### src/rtl/serial_wake_uart.sv
module serial_wake_uart #(
  parameter int DIV_W = 13
) (
  input  logic        clk,
  input  logic        rst_n,
  input  logic [1:0]  addr,
  input  logic        wr_en,
  input  logic        rd_en,
  input  logic [31:0] wdata,
  output logic [31:0] rdata,
  input  logic        rxd,
  output logic        txd,
  output logic        irq_tx,
  output logic        irq_rx
);
  localparam int CW = DIV_W + 1;

  logic [DIV_W-1:0] div_n;
  logic te, re, nine, pen, podd, wake, wake_adr, rx_ie, tx_ie;

  wire wr_ctrl = wr_en && addr == 2'd0;
  wire wr_data = wr_en && addr == 2'd2;
  wire rd_data = rd_en && addr == 2'd2;
  wire [3:0] wlen = nine ? 4'd9 : 4'd8;

  // sample tick generator
  logic [CW-1:0] div_cnt;
  wire [CW-1:0] div_top = {div_n, 1'b0} - CW'(1);
  wire tick = (div_n != '0) && (div_cnt >= div_top);

  always_ff @(posedge clk or negedge rst_n)
    if (!rst_n) div_cnt <= '0;
    else if (div_n == '0 || tick) div_cnt <= '0;
    else div_cnt <= div_cnt + CW'(1);

  // transmitter
  logic [8:0]  hold;
  logic        hold_full, tx_busy, tc;
  logic [10:0] tx_sh;
  logic [3:0]  tx_left, tx_sub;
  logic [8:0]  tx_word;

  wire load    = !tx_busy && hold_full && te;
  wire tx_last = tx_busy && tick && tx_sub == 4'd15 && tx_left == 4'd1;
  wire tx_par  = ^(hold & (nine ? 9'h0FF : 9'h07F)) ^ podd;

  always_comb begin
    tx_word = hold;
    if (pen) begin
      if (nine) tx_word[8] = tx_par;
      else      tx_word[7] = tx_par;
    end
  end

  always_ff @(posedge clk or negedge rst_n)
    if (!rst_n) begin
      tx_busy <= 1'b0; tx_sh <= '1; tx_left <= '0; tx_sub <= '0;
    end else if (load) begin
      tx_busy <= 1'b1;
      tx_sh   <= nine ? {1'b1, tx_word, 1'b0} : {2'b11, tx_word[7:0], 1'b0};
      tx_left <= wlen + 4'd2;
      tx_sub  <= '0;
    end else if (tx_busy && tick) begin
      tx_sub <= tx_sub + 4'd1;
      if (tx_sub == 4'd15) begin
        if (tx_left == 4'd1) tx_busy <= 1'b0;
        else begin
          tx_sh   <= {1'b1, tx_sh[10:1]};
          tx_left <= tx_left - 4'd1;
        end
      end
    end

  always_ff @(posedge clk or negedge rst_n)
    if (!rst_n) begin
      hold <= '0; hold_full <= 1'b0; tc <= 1'b1;
    end else begin
      if (wr_data) hold <= wdata[8:0];
      hold_full <= wr_data ? 1'b1 : (load ? 1'b0 : hold_full);
      if (wr_data) tc <= 1'b0;
      else if (tx_last && !hold_full) tc <= 1'b1;
    end

  assign txd = tx_busy ? tx_sh[0] : 1'b1;

  // receiver
  logic       rx_busy, s7, s8, rx_noise, armed;
  logic [3:0] rx_ph, rx_idx;
  logic [8:0] rx_sh, rx_data;
  logic       rdrf, ovr, nf, fe, pe, idle_f;
  logic [7:0] idle_cnt;

  wire maj      = (s7 & s8) | (s7 & rxd) | (s8 & rxd);
  wire disagree = !((s7 == s8) && (s8 == rxd));
  wire rx_eval  = rx_busy && tick && rx_ph == 4'd9;
  wire rx_last  = rx_idx == wlen + 4'd1;
  wire rx_done  = rx_eval && rx_last;
  wire [8:0] word = nine ? rx_sh : {1'b0, rx_sh[8:1]};
  wire take     = rx_done && (!wake || (wake_adr && rx_sh[8]));
  wire pe_now   = pen && (^word ^ podd);
  wire start    = re && !rx_busy && tick && !rxd;
  wire [7:0] idle_lim = nine ? 8'd175 : 8'd159;
  wire idle_hit = re && !rx_busy && tick && rxd && armed && idle_cnt == idle_lim;

  always_ff @(posedge clk or negedge rst_n)
    if (!rst_n) begin
      rx_busy <= 1'b0; rx_ph <= '0; rx_idx <= '0; s7 <= 1'b1; s8 <= 1'b1;
      rx_noise <= 1'b0; rx_sh <= '0;
    end else if (!re) rx_busy <= 1'b0;
    else if (start) begin
      rx_busy <= 1'b1; rx_ph <= 4'd1; rx_idx <= '0; rx_noise <= 1'b0; rx_sh <= '0;
    end else if (rx_busy && tick) begin
      rx_ph <= rx_ph + 4'd1;
      if (rx_ph == 4'd7) s7 <= rxd;
      if (rx_ph == 4'd8) s8 <= rxd;
      if (rx_ph == 4'd9) begin
        if (disagree) rx_noise <= 1'b1;
        rx_idx <= rx_idx + 4'd1;
        if ((rx_idx == 4'd0 && maj) || rx_last) rx_busy <= 1'b0;
        else if (rx_idx != 4'd0) rx_sh <= {maj, rx_sh[8:1]};
      end
    end

  always_ff @(posedge clk or negedge rst_n)
    if (!rst_n) begin
      idle_cnt <= '0; armed <= 1'b0;
    end else begin
      if (start) armed <= 1'b1;
      else if (idle_hit) armed <= 1'b0;
      if (rx_busy || !rxd) idle_cnt <= '0;
      else if (tick && idle_cnt != 8'hFF) idle_cnt <= idle_cnt + 8'd1;
    end

  always_ff @(posedge clk or negedge rst_n)
    if (!rst_n) begin
      rdrf <= 1'b0; ovr <= 1'b0; nf <= 1'b0; fe <= 1'b0; pe <= 1'b0; idle_f <= 1'b0;
      rx_data <= '0;
    end else begin
      if (rd_data) begin
        rdrf <= 1'b0; ovr <= 1'b0; nf <= 1'b0; fe <= 1'b0; pe <= 1'b0; idle_f <= 1'b0;
      end
      if (idle_hit) idle_f <= 1'b1;
      if (take) begin
        if (rdrf && !rd_data) ovr <= 1'b1;
        else begin
          rdrf <= 1'b1; rx_data <= word;
          nf <= rx_noise | disagree; fe <= !maj; pe <= pe_now;
        end
      end
    end

  // control register
  always_ff @(posedge clk or negedge rst_n)
    if (!rst_n) begin
      div_n <= '0; te <= 1'b0; re <= 1'b0; nine <= 1'b0; pen <= 1'b0; podd <= 1'b0;
      wake <= 1'b0; wake_adr <= 1'b0; rx_ie <= 1'b0; tx_ie <= 1'b0;
    end else if (wr_ctrl) begin
      div_n <= wdata[DIV_W-1:0];
      {tx_ie, rx_ie, wake_adr, wake, podd, pen, nine, re, te} <= wdata[21:13];
    end else if (wake && ((take && wake_adr) || (idle_hit && !wake_adr)))
      wake <= 1'b0;

  always_comb
    case (addr)
      2'd0:    rdata = {10'd0, tx_ie, rx_ie, wake_adr, wake, podd, pen, nine, re, te, 13'(div_n)};
      2'd1:    rdata = {24'd0, pe, fe, nf, ovr, idle_f, rdrf, tc, !hold_full};
      2'd2:    rdata = {23'd0, rx_data};
      default: rdata = '0;
    endcase

  assign irq_tx = tx_ie && !hold_full;
  assign irq_rx = rx_ie && rdrf && !wake;

  p_start_bit_r1: assert property (@(posedge clk) disable iff (!rst_n)
    $rose(tx_busy) |-> !txd);
  p_te_gate_r2: assert property (@(posedge clk) disable iff (!rst_n)
    (!te && !tx_busy && !wr_ctrl) |=> !tx_busy);
  p_re_gate_r2: assert property (@(posedge clk) disable iff (!rst_n)
    (!re && !wr_ctrl) |=> !rx_busy);
  p_hold_freed_r3: assert property (@(posedge clk) disable iff (!rst_n)
    ($rose(tx_busy) && !$past(wr_data)) |-> !hold_full);
  p_wake_hold_r7: assert property (@(posedge clk) disable iff (!rst_n)
    (wake && !wake_adr && !wr_ctrl) |=> !$rose(rdrf));
  p_no_tick_r8: assert property (@(posedge clk) disable iff (!rst_n)
    (div_n == '0 && !wr_ctrl && !load) |=> ($stable(tx_sub) && $stable(rx_ph)));
  p_overrun_keeps_r10: assert property (@(posedge clk) disable iff (!rst_n)
    (take && rdrf && !rd_data) |=> ($stable(rx_data) && ovr));
endmodule

### config.mk
export PLATFORM = sky130hd
export DESIGN_NAME = serial_wake_uart
export DESIGN_NICKNAME = d
export VERILOG_FILES = /design/src/rtl/serial_wake_uart.sv
export SDC_FILE = /design/constraint.sdc
export NUM_CORES = 1
export LEC_CHECK = 0
export BUFFER_PORTS_ARGS = -buffer_cell sky130_fd_sc_hd__buf_4
export CORE_ASPECT_RATIO = 0.6
export CORE_MARGIN = 10
export CORE_UTILIZATION = 30
export CTS_BUF_LIST = sky130_fd_sc_hd__clkbuf_4
export CTS_CLUSTER_SIZE = 14
export DETAILED_ROUTE_END_ITERATION = 10
export GPL_TIMING_DRIVEN = 0
export PLACE_DENSITY_LB_ADDON = 0.25
export SYNTH_ARGS = -nofsm -noshare
export SYNTH_HDL_FRONTEND = slang
export SYNTH_SLANG_ARGS = --single-unit
### constraint.sdc
create_clock -name clk -period 3.7 [get_ports clk]
set_clock_uncertainty 0.15 [all_clocks]
set_input_delay 0.555 -clock clk [delete_from_list [all_inputs] [get_ports clk]]
set_output_delay 0.555 -clock clk [all_outputs]
set_load 0.02 [all_outputs]
==> flow_summary_export.csv, run 1 <==
group,metric,value,unit
status,status,"finished clean",
route,routedWlPerCell,17.5,um
route,drtAntennaViolNets,0,
place,hpwl,12.9,mm
floorplanning,rows,40,
sta,setup_viol,0,
floorplanning,die_w,206,um
pwr,leakagePower,3.24,nW
worst_setup_path,cp.arrival,3750,ps
worst_setup_path,crit_type,"reg2reg",
cells_and_area,area_growth,16.8,%
clocking,insertion_delay,510,ps
global_route,grtUsageTotal,12.8,%
place,gp_congestion,0.830,
global_route,globalRouteMet1Util,20.2,%
sta,fmax,285,MHz
worst_setup_path,worstSetupEndpointType,"flip-flop",
worst_setup_path,critPathSlowestCell,"or4_4",
global_route,grt_pass1_vias,4680,
sta,worst_slew_pin_slew,802,ps
logic_synthesis,yosys_register_bits,111,
clocking,cts_made_buffers,9,
pwr,seqPwrFrac,53.4,%
floorplanning,die_h,132,um
pwr,peakVddDrop,330,uV
logic_synthesis,synth_top_area_share,39.4,%
logic_synthesis,synth-main-ff-cell,"dfrtp_1",
logic_synthesis,synth_edf_count,0,
global_route,grt_max_degree,71,
global_route,use_met3,3.04,%
worst_setup_path,cpMostUsedCell,"nand4_1",
logic_synthesis,syn_area_per_cell,10.0,um2
global_route,grt_pass1_wl,27.5,mm
logic_synthesis,synth_commonest_cells,"dfrtp_1, nand2_1, nor2_1, mux2_2, nand3_1",
route,vias,4783,
cells_and_area,final_core_util,36.0,%
route,vias_per_cell,4.88,
hold_path,hp-class,"in2reg",
logic_synthesis,yosysWarnings,0,
place,port-buffer-count,53,
cells_and_area,n_antenna_cell,0,
sta,timing.setup.tns,0,ps
pwr,internal_power,1.99,mW
floorplanning,start_util,30.8,%
floorplanning,ios,74,
sta,maxSlewViolCount,0,
clocking,cts_sinks,111,
clocking,cts_max_path_buffers,2,
route,drcViolationCount,0,
pwr,switchingPower,1.13,mW
pwr,pwr_density_cell,429,nW/um2
logic_synthesis,yosys-top-cells-area,"dfrtp_1, mux2_2, dfstp_2",
global_route,antenna_found_initial,0,
sta,hold_viol,0,
worst_setup_path,critPathLaunchType,"flip-flop",
global_route,gr-total-overflow,0,
route,drt-initial-drc-count,313,
worst_setup_path,cp_max_fo,9,
route,wl,17.2,mm
logic_synthesis,synthDistinctLibCells,60,
logic_synthesis,yosysSeqAreaShare,44.8,%
route,first_pass_iters,5,
floorplanning,dieArea,27100,um2
logic_synthesis,yosysTopAreaCell,"dfrtp_1",
worst_setup_path,required,3940,ps
global_route,busiest_layer,"met1",
clocking,cts-root-buf,"clkbuf_4",
sta,slew_headroom,46.1,%
clocking,htreeDepth,3,
clocking,clkTransAtPathRegs,190,ps
pwr,p_clk_share,19.0,%
cells_and_area,drive_above_1_share,22.9,%
cells_and_area,finalInstanceArea,7280,um2
place,dpl-instance-area,7040,um2
logic_synthesis,yosysMostFrequentCell,"dfrtp_1",
pwr,swShare,36.2,%
worst_setup_path,max_stage_delay,580,ps
sta,finalCritPeriodShare,94.9,%
cells_and_area,nets,768,
logic_synthesis,syn_inst,621,
worst_setup_path,crit_chain,"or4_4 -> nor3_4 -> nand3_1 -> xor2_1 -> ha_1 -> nand4_1 -> nor2_2 -> nand4_1 -> a21boi_4 -> and3_1 -> buf_6 -> mux2_4",
pwr,combPwrFrac,27.6,%
sta,fin_crit,3510,ps
logic_synthesis,async_flop_share,100,%
job,drv_cap,0,
floorplanning,core_area,20200,um2
global_route,grt_util_met2,16.9,%
logic_synthesis,synth_area,6230,um2
clocking,cts_tree,"done",
## final timing paths
check / start / endpoint / slack, ps / cells past startpoint
max in group asynchronous: rst_n / tx_sh[2] / 2280 / 3
min in group asynchronous: rst_n / rx_data[7] / 360 / 2
worst min register to register: tx_sh[1] / tx_sh[0] / 340 / 2
worst max register to register: div_n[6] / rx_data[5] / 190 / 12
worst min-delay path: wr_en / tc / 50 / 2
worst max-delay path: div_n[6] / rx_data[5] / 190 / 12
## critical path: cells and delay by family, from the launching register on
kind            cells  cell delay [ps]
compound gates      1              310
xor+xnor            1              160
fa+ha+maj           1              310
buf+inv             1              170
flops               1              480
mux                 1              310
simple gates        7             1500
## per-layer routing
layer  share of wire, %  up-vias
li1                   -     2344
met1                 55     2350
met2                 40       78
met3                4.5       11
met4               0.96        0
met5                  0        -
## layout by cell type, fill, tap and decap left out, types with 5 or more instances in the layout
cell	synthesis	final
nor3_1	11	11
and3_1	11	11
mux2_2	34	34
mux2i_1	17	17
nor2_1	39	37
o22ai_1	5	5
xor2_1	16	16
nand3_1	30	30
mux2_4	8	9
nand3b_1	6	6
and2_1	14	14
a21oi_1	16	16
dfstp_2	13	13
nor3b_1	5	5
a31oi_1	5	5
nand4_1	12	12
dfrtp_1	98	95
conb_1	1	10
ha_1	27	27
o211ai_1	8	8
buf_1	6	6
xnor2_1	24	24
inv_1	18	18
a22o_1	12	12
clkbuf_1	14	12
o21ai_1	7	8
clkbuf_4	0	10
nand2_1	78	78
buf_4	11	69
nor2b_1	6	6
o21ai_0	24	23
## power groups by stage
stage          logic [mW]  registers, mW  clock network (mW)
2_1_floorplan       0.621           1.60                   0
3_3_place_gp        0.832           1.68                   0
3_5_place_dp        0.841           1.68                   0
4_1_cts             0.849           1.66               0.619
5_1_grt             0.967           1.70               0.678
6_report            0.862           1.67               0.593
## kinds of logic after synthesis
group,synth area share (%)
AOI/OAI and AO/OA,10.8
xor gates and xnor gates,5.62
adders and majority gates,5.42
buffers and inverters,4.04
DFF,44.8
muxes,11.2
other,0.0602
and+or+nand+nor,18.0
## flip-flops by register name (all words and copies together), names as in the netlist, 4 cells and up
register  cells
rx_idx        4
tx_sh        10
div_n        13
rx_sh         9
rx_ph         4
tx_sub        4
rx_data       9
idle_cnt      8
hold          9
tx_left       4
div_cnt      14
## stage by stage
step	power, mW	cells	worst slack [ps]	hold WS [ps]
after global routing	3.35	980	-16.2	10.7
after global placement	2.52	956	-153	327
after floorplan	2.22	630	270	109
after CTS	3.13	974	8.94	36.3
after detailed placement	2.52	957	-116	320
final	3.12	980	190	50.9
## timing repair
action | in CTS | in global routing
endpoints found under the hold margin | 39 | 0
cloned | 0 | 0
setup endpoints to repair | 35 | 59
setup buffers | 0 | 6
hold buffers | 1 | 0
resized for setup | 7 | 12
pin swaps | 1 | 6
## cell type report
type | instances | area [um2]
multi-input combinational | 466 | 3270
tap | 273 | 342
clock inverter | 7 | 55.1
clock buffer | 9 | 67.6
buffer | 35 | 195
fill | 2100 | 12900
timing repair buffer | 61 | 484
inverter | 18 | 67.6
sequential | 111 | 2800
Note: power is estimated with default switching activity, not from simulation.
==> inputs of run 2 (changes only) <==
--- a/config.mk
+++ b/config.mk
@@ -13,7 +13,7 @@
 export CTS_CLUSTER_SIZE = 14
 export DETAILED_ROUTE_END_ITERATION = 10
 export GPL_TIMING_DRIVEN = 0
-export PLACE_DENSITY_LB_ADDON = 0.25
+export PLACE_DENSITY = 0.57
 export SYNTH_ARGS = -nofsm -noshare
 export SYNTH_HDL_FRONTEND = slang
 export SYNTH_SLANG_ARGS = --single-unit
==> run 2 against run 1 <==
The run now ends with setup timing left. Power is 3.0% higher. Critical endpoint is now s7. Flip-flop and latch count is the same. Highest routed layer unchanged. Critical path type unchanged. Global-route usage down 0.060 points. First-iteration DRC count grew 10%. Sequential share of layout area is 0.35 points lower. Clock power is 15% higher. Clock-buffer cell count grew 1.
==> flow_summary_export.csv, run 2 (synthesis gave the netlist of run 1 again) <==
group,metric,value,unit
status,status,"finished, violations left",
status,violations,"setup timing",
floorplanning,ios,74,
worst_setup_path,cp.arrival,4060,ps
floorplanning,rows,40,
hold_path,whs_path_depth,2,
worst_setup_path,crit_type,"reg2reg",
sta,fin_ws,-59.5,ps
cells_and_area,largest_reg_flops,14,
global_route,grt_max_degree,81,
route,first_pass_iters,5,
cells_and_area,top_register,"div_cnt",
hold_path,hp-class,"in2reg",
worst_setup_path,r2r-end,"s7",
floorplanning,core_area,20200,um2
cells_and_area,layout_commonest_cell,"dfrtp_1",
clocking,htreeDepth,3,
sta,slew_headroom,38.1,%
cells_and_area,n_fill_cell,2084,
floorplanning,start_util,30.8,%
job,drv_cap,0,
worst_setup_path,timing.rr.start,"div_n[6]",
global_route,gr-total-overflow,0,
cells_and_area,area_growth,17.9,%
route,routedWlPerCell,17.5,um
worst_setup_path,required,4000,ps
cells_and_area,reg.largest.list,"div_cnt: 14 flops, div_n: 13 flops, tx_sh: 10 flops",
place,dp.cells,957,
sta,finalCritPeriodShare,102,%
cells_and_area,mostFrequentLayoutCells,"dfrtp_1, nand2_1, buf_4",
clocking,insertion_delay,500,ps
clocking,cts_sinks,111,
worst_setup_path,reg2reg_slack,-60,ps
sta,maxSlewViolCount,0,
global_route,grt_pass1_wl,27.4,mm
sta,timing.setup.tns,-59.6,ps
cells_and_area,finalNonFillerCells,982,
sta,worst_slew_pin_slew,928,ps
pwr,leakagePower,3.28,nW
worst_setup_path,worstRegToRegCells,11,
cells_and_area,n_antenna_cell,0,
global_route,grt_pass1_vias,4656,
floorplanning,dieArea,27100,um2
sta,fmax,266,MHz
hold_path,min_to,"tc",
route,wl,17.2,mm
place,gp_congestion,0.807,
place,port-buffer-count,53,
floorplanning,die_w,206,um
pwr,peakVddDrop,240,uV
clocking,clkTransAtPathRegs,180,ps
clocking,cts_tree,"done",
worst_setup_path,critPathLaunchType,"flip-flop",
clocking,cts-root-buf,"clkbuf_4",
floorplanning,die_h,132,um
pwr,pwr_density_cell,438,nW/um2
route,drtAntennaViolNets,0,
sta,rsz0062_at_grt,"yes",
cells_and_area,nets,772,
sta,hold_viol,0,
sta,fin_crit,3760,ps
route,vias_per_cell,4.90,
route,vias,4813,
place,pre_cts_ws,-282,ps
sta,setup_viol,2,
route,drcViolationCount,0,
place,hpwl,12.9,mm
global_route,grtUsageTotal,12.7,%
cells_and_area,final_core_util,36.3,%
cells_and_area,drive_above_1_share,23.4,%
worst_setup_path,cp_max_fo,5,
hold_path,hold_start,"wr_en",
clocking,cts_max_path_buffers,2,
route,drt-initial-drc-count,345,
clocking,cts_made_buffers,9,
global_route,antenna_found_initial,0,
worst_setup_path,worstSetupEndpointType,"flip-flop",
## run 2: repair_timing
item | 4_1_cts | 5_1_grt
setup endpoints to repair | 61 | 70
gates resized for setup | 8 | 14
endpoints found under the hold margin | 25 | 0
buffers inserted | 6 | 4
pin swaps | 3 | 1
hold buffers | 1 | 0
## run 2: layout make-up
cell class | instances | area [um2] | share of cell area (%)
tap | 273 | 342 | 4.65
clock buffer | 10 | 75.1 | 1.02
buffer | 35 | 201 | 2.74
inverter | 18 | 67.6 | 0.920
clock inverter | 4 | 72.6 | 0.988
multi-input combinational | 466 | 3270 | 44.6
sequential | 111 | 2800 | 38.1
timing repair buffer | 65 | 514 | 7.00
## run 2: layer usage
metal	vias to the layer above	share of wire, %	global-route usage [%]
met1	2388	55	20.1
met4	0	0.54	1.74
met3	10	4.4	3.56
met5	-	0	0
li1	2345	-	-
met2	70	40	16.6
## run 2: report_power, final
group	switching, mW	internal (mW)	total [mW]	leakage, nW
clock	0.407	0.274	0.680	0.0783
sequential	0.217	1.43	1.65	1.37
combinational	0.466	0.416	0.882	1.83
## run 2: worst max path at each step
stage,startpoint,to,slack [ps]
floorplan,div_n[7],s7,270
global placement,div_n[6],rx_ph[0],-300
detailed placement,div_n[6],rx_ph[0],-280
CTS,div_n[6],s7,6
global route,div_n[3],rx_data[7],-160
finish,div_n[6],s7,-60
## run 2: metrics by stage
step / hold slack [ps] / total power, mW / cell area, um2
2_1_floorplan: 109 / 2.22 / 6260
3_3_place_gp: 310 / 2.50 / 7000
3_5_place_dp: 313 / 2.52 / 7040
4_1_cts: 28.9 / 3.22 / 7260
5_1_grt: 21.3 / 3.43 / 7340
6_report: 59.0 / 3.21 / 7340
## run 2: critical path: stages (launching register included)
cell and delay (ps):
dfrtp_2 470, or4_4 540, nor3_4 230, nand3_2 120, xor2_1 170, ha_1 330
nand4_1 140, nor2_2 170, nand4_1 240, a21bo_4 330, or4_4 530, mux2_4 310
==> inputs of run 3 (changes only) <==
--- a/config.mk
+++ b/config.mk
@@ -13,7 +13,7 @@
 export CTS_CLUSTER_SIZE = 14
 export DETAILED_ROUTE_END_ITERATION = 10
 export GPL_TIMING_DRIVEN = 0
-export PLACE_DENSITY = 0.57
+export PLACE_DENSITY = 0.49
 export SYNTH_ARGS = -nofsm -noshare
 export SYNTH_HDL_FRONTEND = slang
 export SYNTH_SLANG_ARGS = --single-unit
==> run 3 against run 2 <==
The flow now finishes without violations. Hold slack better by 23 ps. Via count is 2.5% higher. First-iteration DRC count is 17% lower. Largest power group unchanged. Clock power is 9.6% lower. Critical path depth is 4 higher.
==> flow_summary_export.csv, run 3 (synthesis gave the netlist of run 1 again) <==
group,metric,value,unit
route,drt-initial-drc-count,285,
global_route,grt_pass1_wl,28.1,mm
clocking,clkTransAtPathRegs,210,ps
place,dp.cells,957,
sta,worst_slew_pin_slew,923,ps
global_route,antenna_found_initial,0,
worst_setup_path,cp_max_fo,5,
cells_and_area,reg.largest.list,"div_cnt: 14 flops, div_n: 13 flops, tx_sh: 10 flops",
worst_setup_path,critPathLaunchType,"flip-flop",
floorplanning,ios,74,
floorplanning,die_w,206,um
place,port-buffer-count,53,
cells_and_area,n_antenna_cell,0,
worst_setup_path,cp.depth,15,
clocking,cts-root-buf,"clkbuf_4",
global_route,grt_max_degree,93,
sta,hold_viol,0,
clocking,cts_made_buffers,9,
sta,finalCritPeriodShare,97.8,%
cells_and_area,largest_reg_flops,14,
floorplanning,dieArea,27100,um2
clocking,insertion_delay,520,ps
worst_setup_path,reg2reg_slack,80,ps
place,gp_congestion,0.853,
floorplanning,start_util,30.8,%
cells_and_area,final_core_util,36.9,%
worst_setup_path,crit_path_start,"div_n[6]",
worst_setup_path,required,3960,ps
job,drv_cap,0,
global_route,gr-total-overflow,0,
floorplanning,core_area,20200,um2
worst_setup_path,crit_chain,"or4_4 -> nor3_4 -> nand3_2 -> xor2_1 -> ha_1 -> nand4_1 -> nor2_2 -> nand4_1 -> buf_4 -> a21boi_4 -> buf_6 -> and3_4 -> buf_6 -> buf_12 -> mux2_4",
sta,slew_headroom,38.5,%
cells_and_area,layout_commonest_cell,"dfrtp_1",
sta,fin_worst_hold_slack,82.0,ps
pwr,pwr_density_cell,425,nW/um2
hold_path,hp-class,"in2reg",
sta,fmax,276,MHz
worst_setup_path,critPathBufInv,4,
cells_and_area,multi_input_area,3310,um2
status,status,"finished clean",
cells_and_area,finalNonFillerCells,993,
cells_and_area,finalInstanceArea,7460,um2
floorplanning,rows,40,
route,vias,4934,
worst_setup_path,timing.rr.start,"div_n[6]",
worst_setup_path,r2r-end,"rx_data[5]",
worst_setup_path,max_stage_delay,560,ps
cells_and_area,layout.area.seq,2800,um2
route,first_pass_iters,5,
worst_setup_path,worstRegToRegCells,15,
route,vias_per_cell,4.97,
cells_and_area,n_fill_cell,2056,
global_route,grt_pass1_vias,4924,
sta,rsz0062_at_grt,"yes",
cells_and_area,area_growth,19.7,%
route,drtAntennaViolNets,0,
place,hpwl,13.2,mm
sta,timing.setup.tns,0,ps
cells_and_area,top_register,"div_cnt",
cells_and_area,drive_above_1_share,25.7,%
route,wl,17.8,mm
sta,fin_crit,3620,ps
worst_setup_path,cp_top_family,"simple AND/OR/NAND/NOR gates",
clocking,cts_max_path_buffers,2,
sta,setup_viol,0,
pwr,leakagePower,3.31,nW
worst_setup_path,worstSetupEndpointType,"flip-flop",
pwr,peakVddDrop,198,uV
worst_setup_path,crit_end,"rx_data[5]",
floorplanning,die_h,132,um
sta,maxSlewViolCount,0,
route,routedWlPerCell,17.9,um
clocking,cts_tree,"done",
worst_setup_path,cp.arrival,3880,ps
place,dpl-instance-area,7040,um2
worst_setup_path,crit_type,"reg2reg",
worst_setup_path,critPathSlowestCell,"or4_4",
cells_and_area,nets,781,
global_route,grtUsageTotal,13.1,%
cells_and_area,mostFrequentLayoutCells,"dfrtp_1, nand2_1, buf_4",
route,drcViolationCount,0,
clocking,cts_sinks,111,
clocking,htreeDepth,3,
[run 3: cell count changes in the layout (fill, tap and decap cells not counted), sizes merged]
| cell | change |
|---|---|
| clkinvlp | +2 |
| dlygate4sd3 | +1 |
| clkbuf | -2 |
| bufinv | -2 |
| inv | +3 |
| buf | +9 |
[run 3: worst min-delay path by stage]
stage / from / endpoint / slack, ps / cells past startpoint
after floorplan: rst_n / armed / 110 / 0
after global placement: tx_sub[3] / tx_sub[3] / 310 / 1
after detailed placement: rst_n / rx_data[6] / 270 / 1
after CTS: wr_en / tc / 4 / 2
after global routing: wdata[16] / pen / 40 / 2
final: wdata[13] / te / 80 / 3
[run 3: layout make-up]
cell class / instances / share of cell area, %
inverters: 18 / 0.906
repair buffers: 74 / 8.07
multi-input cells: 466 / 44.4
flip-flops and latches: 111 / 37.5
well taps: 273 / 4.58
clock buffers: 9 / 0.906
clock inverters: 7 / 0.872
plain buffers: 35 / 2.75
[run 3: timing repair]
item | CTS | global route
cloned | 0 | 1
buffers inserted | 3 | 14
hold buffers | 1 | 1
resized for setup | 5 | 33
pin swaps | 2 | 11
hold endpoints to repair | 19 | 1
setup endpoints to repair | 59 | 73
[run 3: per-stage QoR]
step / total power [mW] / worst slack [ps]
after global routing: 3.40 / -95.4
after detailed placement: 2.53 / -224
after global placement: 2.50 / -192
after CTS: 3.16 / 2.59
final: 3.17 / 82.6
after floorplan: 2.22 / 270
[run 3: layer usage]
| metal | track usage, % | up-vias | routed length [um] | part of all wire [%] |
|---|---|---|---|---|
| li1 | - | 2367 | - | - |
| met1 | 19.4 | 2455 | 9270 | 52 |
| met2 | 18.4 | 96 | 7520 | 42 |
| met3 | 3.63 | 16 | 850 | 4.8 |
| met4 | 2.10 | 0 | 127 | 0.71 |
| met5 | 0 | - | 0 | 0 |
[run 3: report_power, final]
group	total, mW	switching [mW]	internal [mW]
Clock	0.615	0.462	0.153
Combinational	0.897	0.472	0.424
Sequential	1.66	0.224	1.44
Total	3.17	1.16	2.01
[run 3: worst reg2reg max path, stage by stage, from the launching register on]
cell and delay [ps]:
dfrtp_2 470, or4_4 560, nor3_4 220, nand3_2 100
xor2_1 160, ha_1 310, nand4_1 120, nor2_2 130
nand4_1 140, buf_4 180, a21boi_4 180, buf_6 130
and3_4 170, buf_6 100, buf_12 110, mux2_4 290
